`config.mk`:
```
export PLATFORM = sky130hd
export DESIGN_NAME = ext_sum52
export DESIGN_NICKNAME = d
export VERILOG_FILES = /design/src/rtl/ext_sum52_pkg.sv /design/src/rtl/ext_sum52_mul.sv /design/src/rtl/ext_sum52_low.sv /design/src/rtl/ext_sum52_up.sv /design/src/rtl/ext_sum52.sv
export SDC_FILE = /design/constraint.sdc
export NUM_CORES = 2
export LEC_CHECK = 0
export BUFFER_PORTS_ARGS = -buffer_cell sky130_fd_sc_hd__buf_2
export CORE_MARGIN = 1.5
export CORE_UTILIZATION = 60
export DETAILED_ROUTE_END_ITERATION = 10
export GPL_ROUTABILITY_DRIVEN = 0
export PLACE_DENSITY = 0.82
export SETUP_SLACK_MARGIN = 0.4
export SLEW_MARGIN = 20
export SYNTH_ARGS = -nofsm -noshare
export SYNTH_HDL_FRONTEND = slang
export SYNTH_SLANG_ARGS = --single-unit
```
`constraint.sdc`:
```
create_clock -name clk -period 15 [get_ports clk]
set_input_delay 2.25 -clock clk [delete_from_list [all_inputs] [get_ports clk]]
set_output_delay 2.25 -clock clk [all_outputs]
set_load 0.1 [all_outputs]
```
`src/rtl/ext_sum52_pkg.sv`:
```
// Shared widths and the form encoding for the split extended-precision adder.
package ext_sum52_pkg;
    localparam int DEF_MUL_W = 18;   // multiplier operand width
    localparam int DEF_LOW_W = 44;   // width of the lower adder
    localparam int DEF_RES_W = 52;   // width of the full result

    typedef enum logic {
        FORM_TWO   = 1'b0,
        FORM_THREE = 1'b1
    } add_form_e;
endpackage

```
`src/rtl/ext_sum52_mul.sv`:
```
// Signed multiplier feeding the lower adder.
// Produces the product sign-extended to the lower adder width and the product sign.
// Assumes LW is strictly wider than the 2*AW product.
module ext_sum52_mul #(
    parameter int AW = 18,
    parameter int LW = 44
) (
    input  logic [AW-1:0] a,
    input  logic [AW-1:0] b,
    output logic [LW-1:0] prod_ext,
    output logic          prod_neg
);
    localparam int PW = 2 * AW;

    logic signed [PW-1:0] prod;

    // full-width signed product
    assign prod     = $signed(a) * $signed(b);
    // sign-extend to the lower adder width
    assign prod_ext = {{(LW - PW){prod[PW-1]}}, prod};
    assign prod_neg = prod[PW-1];
endmodule

```
`src/rtl/ext_sum52_low.sv`:
```
// Lower adder: sums three LW-bit unsigned fields and reports the carry out of bit LW-1.
// Assumes that the callers keep the true sum below 2^(LW+1), so one carry bit suffices.
module ext_sum52_low #(
    parameter int LW = 44
) (
    input  logic [LW-1:0] x,
    input  logic [LW-1:0] y,
    input  logic [LW-1:0] z,
    output logic [LW-1:0] sum,
    output logic          cout
);
    logic [LW:0] full;

    // three-operand add, one guard bit
    assign full = {1'b0, x} + {1'b0, y} + {1'b0, z};
    assign sum  = full[LW-1:0];
    assign cout = full[LW];
endmodule

```
`src/rtl/ext_sum52_up.sv`:
```
// Upper adder: adds the high operand fields to a correction vector.
// The correction vector accounts for the lower carry-out and for the product's
// sign extension above the split. When LB = 2 the lower sum's top bit rides in
// the correction LSB, under the carry position.
// Assumes UW > LB and that lo_bits = {carry, lower-field bits below it}.
module ext_sum52_up #(
    parameter int UW = 8,
    parameter int LB = 1
) (
    input  logic [UW-1:0] hi_c,
    input  logic [UW-1:0] hi_d,
    input  logic [LB-1:0] lo_bits,
    input  logic          prod_neg,
    output logic [UW-1:0] sum
);
    logic          cy;
    logic          fill;
    logic [UW-1:0] corr;

    assign cy   = lo_bits[LB-1];
    // carry minus product sign, in the carry's weight: fill is set only for -1
    assign fill = prod_neg & ~cy;

    // correction vector layout depends on whether lower-field bits ride along
    generate
        if (LB == 1) begin : g_carry_only
            assign corr = {{(UW - 1){fill}}, cy ^ prod_neg};
        end else begin : g_carry_and_msb
            assign corr = {{(UW - LB){fill}}, cy ^ prod_neg, lo_bits[LB-2:0]};
        end
    endgenerate

    // narrow upper add
    assign sum = hi_c + hi_d + corr;
endmodule

```
`src/rtl/ext_sum52.sv`:
```
// Split extended-precision signed adder, top level.
// The two-term form (three_in = 0) computes C + A*B and registers it on the
// sampling edge. The three-term form (three_in = 1) computes C + D + A*B through
// two pipeline registers and writes it two edges later. A due three-term result
// takes priority over a two-term operation sampled on the same edge.
// Assumes LOW_W > 2*MUL_W and RES_W > LOW_W + 1.
module ext_sum52
    import ext_sum52_pkg::*;
#(
    parameter int MUL_W = DEF_MUL_W,
    parameter int LOW_W = DEF_LOW_W,
    parameter int RES_W = DEF_RES_W
) (
    input  logic             clk,
    input  logic             rst_n,
    input  logic [MUL_W-1:0] op_a,
    input  logic [MUL_W-1:0] op_b,
    input  logic [RES_W-1:0] op_c,
    input  logic [RES_W-1:0] op_d,
    input  logic             three_in,
    output logic [RES_W-1:0] sum_q
);
    localparam int UP2_W = RES_W - LOW_W;      // upper field, two-term form
    localparam int UP3_W = RES_W - LOW_W + 1;  // upper field, three-term form
    localparam logic [LOW_W-1:0] LOW_ZERO = '0;
    localparam logic [UP2_W-1:0] UP2_ZERO = '0;

    // ---------------- two-term path, same-edge result ----------------
    logic [LOW_W-1:0] p2_ext;
    logic             p2_neg;
    logic [LOW_W-1:0] lo2_sum;
    logic             lo2_cy;
    logic [UP2_W-1:0] up2_sum;

    ext_sum52_mul #(.AW(MUL_W), .LW(LOW_W)) u_mul2 (
        .a(op_a), .b(op_b), .prod_ext(p2_ext), .prod_neg(p2_neg)
    );

    ext_sum52_low #(.LW(LOW_W)) u_low2 (
        .x(op_c[LOW_W-1:0]), .y(LOW_ZERO), .z(p2_ext),
        .sum(lo2_sum), .cout(lo2_cy)
    );

    ext_sum52_up #(.UW(UP2_W), .LB(1)) u_up2 (
        .hi_c(op_c[RES_W-1:LOW_W]), .hi_d(UP2_ZERO), .lo_bits(lo2_cy),
        .prod_neg(p2_neg), .sum(up2_sum)
    );

    // ---------------- three-term path, two pipeline stages ----------------
    logic [MUL_W-1:0] s1_a, s1_b;
    logic [RES_W-1:0] s1_c, s1_d;
    logic             s1_three;

    // stage 1: capture operands and form
    always_ff @(posedge clk) begin
        if (!rst_n) begin
            s1_a     <= '0;
            s1_b     <= '0;
            s1_c     <= '0;
            s1_d     <= '0;
            s1_three <= 1'b0;
        end else begin
            s1_a     <= op_a;
            s1_b     <= op_b;
            s1_c     <= op_c;
            s1_d     <= op_d;
            s1_three <= (three_in == FORM_THREE);
        end
    end

    logic [LOW_W-1:0] p3_ext;
    logic             p3_neg;
    logic [LOW_W-1:0] lo3_sum;
    logic             lo3_cy;

    ext_sum52_mul #(.AW(MUL_W), .LW(LOW_W)) u_mul3 (
        .a(s1_a), .b(s1_b), .prod_ext(p3_ext), .prod_neg(p3_neg)
    );

    ext_sum52_low #(.LW(LOW_W)) u_low3 (
        .x({1'b0, s1_c[LOW_W-2:0]}), .y({1'b0, s1_d[LOW_W-2:0]}), .z(p3_ext),
        .sum(lo3_sum), .cout(lo3_cy)
    );

    logic [LOW_W-1:0] s2_low;
    logic             s2_cy;
    logic             s2_neg;
    logic [UP3_W-1:0] s2_chi, s2_dhi;
    logic             s2_three;

    // stage 2: capture lower sum, carry, sign and the upper operand fields
    always_ff @(posedge clk) begin
        if (!rst_n) begin
            s2_low   <= '0;
            s2_cy    <= 1'b0;
            s2_neg   <= 1'b0;
            s2_chi   <= '0;
            s2_dhi   <= '0;
            s2_three <= 1'b0;
        end else begin
            s2_low   <= lo3_sum;
            s2_cy    <= lo3_cy;
            s2_neg   <= p3_neg;
            s2_chi   <= s1_c[RES_W-1:LOW_W-1];
            s2_dhi   <= s1_d[RES_W-1:LOW_W-1];
            s2_three <= s1_three;
        end
    end

    logic [UP3_W-1:0] up3_sum;

    ext_sum52_up #(.UW(UP3_W), .LB(2)) u_up3 (
        .hi_c(s2_chi), .hi_d(s2_dhi), .lo_bits({s2_cy, s2_low[LOW_W-1]}),
        .prod_neg(s2_neg), .sum(up3_sum)
    );

    // ---------------- result register ----------------
    // load a due three-term result first, else a two-term result, else hold
    always_ff @(posedge clk) begin
        if (!rst_n) begin
            sum_q <= '0;
        end else if (s2_three) begin
            sum_q <= {up3_sum, s2_low[LOW_W-2:0]};
        end else if (three_in == FORM_TWO) begin
            sum_q <= {up2_sum, lo2_sum};
        end
    end
endmodule

```
==> results.yml <==
status:
  status: "complete, no violations"
synthesis:
  ys_ff_latch: 258
  syn_area_um2: 39340
  ys.flop_type: "dfxtp_1"
  syn_avg_cell_area_um2: 8.937
  netlist_top_cells_area: "fa_1 34%, dfxtp_1 13%, ha_1 11%"
  synth_largest_area_cell: "fa_1"
  async_flop_share_pct: 0
  ys.warnings.count: 0
  syn-num-nets: 5550
  synth_edf_count: 0
  synth_common_cells: "751 x inv_1, 671 x fa_1, 479 x nand2_1"
  synth.distinct_cells: 95
  synthCells: 4402
  yosysMostFrequentCell: "inv_1"
  ys_seq_area_share_pct: 13.13
  synth_top_area_share_pct: 34.15
cts:
  cts_tree: "yes"
  post_cts_buffers: 0
  clock_path_buffers: 3
  cts_sinks: 258
  clk_pin_slew_ns: 0.07
  htreeDepth: 1
  ctsResizeCount: 0
  numCtsBuffers: 27
  hold_buffers: 0
  root_buffer: "clkbuf_16"
  clock_latency_ns: 0.59
sta:
  hold_viol: 0
  setup_viol: 0
  setup_tns_ns: 0
  fin_crit_sh_pct: 83.33
  slew_headroom_pct: 33.88
  final-max-slew-violation-count: 0
  rsz0062_at_grt: "no"
  worstMarginPinSlew_ns: 0.9918
  finClkSkew_ns: 0.02627
  max_freq_ghz: 0.08000
  layout_min_cycle_time_ns: 12.50
final_layout:
  finalNetCount: 5593
  stdcell_area_um2: 41710
  area_delta_synth_final_pct: 6.033
  fillCellCount: 5200
  drive_gt1_share_pct: 6.585
  multiInputGateArea_um2: 30620
  regArea_um2: 5165
place:
  io_buffers: 194
  post_dp_cell_area_um2: 40730
  dp_hpwl_mm: 80.98
global_route:
  grt_pass1_wl_mm: 163.4
  grt.total_usage_pct: 30.74
  antenna_found_initial: 6
  grt_max_degree: 161
  grt_pass1_vias: 31179
  grt_overflow: 0
floorplan:
  pin_count: 195
  initial_core_util_pct: 60.92
  coreArea_um2: 64580
  dieHeight_um: 259.1
  die_area_um2: 67110
  fp.dieW_um: 259.1
  rows: 93
routing:
  via_per_inst: 5.775
  wl_per_cell_um: 19.11
  drt_first_pass_iters: 6
  num_vias: 30752
  ant_nets: 0
  routed_wl_mm: 101.7
  drc: 0
  drt_iter0_drc: 2533
worst_hold_path:
  hp-class: "flip-flop to flip-flop"
run:
  drv_cap: 0
setup_path:
  critPathArrivalTime_ns: 12.97
  crit_required_ns: 15.47
  critPathKind: "input port to flip-flop"
  worstPathMaxFanout: 19
  cp-end-kind: "flip-flop"
  crit_path_max_incr_delay_ns: 0.64
  crit_slowest_cell: "or4b_2"
  startpoint_type: "input port"
kinds of logic (layout without fill, tap and decap cells):
logic type                 after synthesis  in the layout  share of synthesized area (%)
AOI/OAI and AO/OA                      688            688                          11.63
xor gates and xnor gates               191            191                          4.252
adders and majority gates             1005           1005                          44.77
buffers and inverters                  943           1006                          9.064
DFF                                    258            258                          13.13
muxes                                   16             16                         0.4134
other                                    0              5                              0
and+or+nand+nor                       1301           1301                          16.75
area by class of cell:
class                   count  area share, %
multi-input cells        3201          73.40
flip-flops and latches    258          12.38
inverters                 752          6.767
well taps                 855          2.565
repair buffers            205          2.541
clock buffers              32          1.737
clock inverters            17         0.5819
diodes                      5        0.02999
critical path, delay by kind of cell:
family,cells,cell delay (ns)
adder cells (fa/ha/maj),10,4.36
XOR/XNOR,1,0.09
multiplexers,2,0.49
AO/OA/AOI/OAI,21,3.49
buffers and inverters,6,0.75
AND/OR/NAND/NOR,6,1.52
layout by cell type, fill, tap and decap left out, types with 22 or more instances in the layout:
cell / n
and3_1: 22
nand3_1: 35
o211ai_1: 24
buf_2: 193
nor2_1: 132
clkbuf_16: 27
a21o_1: 120
nand2_1: 479
nor3_1: 29
nor2b_1: 23
o21bai_1: 42
xor2_1: 54
a21oi_1: 215
fa_1: 671
o21ai_0: 93
and2_1: 465
xnor2_1: 136
o21ai_1: 24
nand2b_1: 49
inv_1: 751
nand4_1: 22
dfxtp_1: 258
o21a_1: 24
ha_1: 334
per-layer routing:
metal	GRT usage [%]	vias to the layer above	share of wire (%)	wire, µm
met5	0	-	0.013	13
met4	13.65	2	4.9	4956
met3	4.140	261	8.1	8215
met2	49.42	1331	47	47560
met1	41.68	15276	40	41000
li1	-	13882	-	-
sequential cells by signal, indices dropped and copies added, names as in the netlist, 9 cells and up:
name,count
s1_c,52
s1_d,52
sum_q,52
s2_low,44
s1_a,18
s1_b,18
s2_chi,9
s2_dhi,9
through the flow:
step           util, %  worst slack (ns)  std cells  hold WS (ns)
6_report         64.59             2.500       5325        0.4237
5_1_grt          64.59             1.829       5325        0.4432
4_1_cts          64.56             2.291       5320        0.4243
3_5_place_dp     63.06             1.734       5271        0.4183
3_3_place_gp     63.06             2.146       5271        0.4131
2_1_floorplan        -             3.066       4402        0.4119
worst paths after layout:
check	start	end	slack, ns	depth (start not counted)
min reg2reg	s1_d[44]	s2_dhi[1]	0.42	1
max	op_b[3]	sum_q[51]	2.50	46
min	s1_d[44]	s2_dhi[1]	0.42	1
max reg2reg	s1_a[9]	s2_low[41]	5.59	31
Power is not shown: default switching activity piles up to over one toggle a cycle in this logic, so the estimate is an artifact.
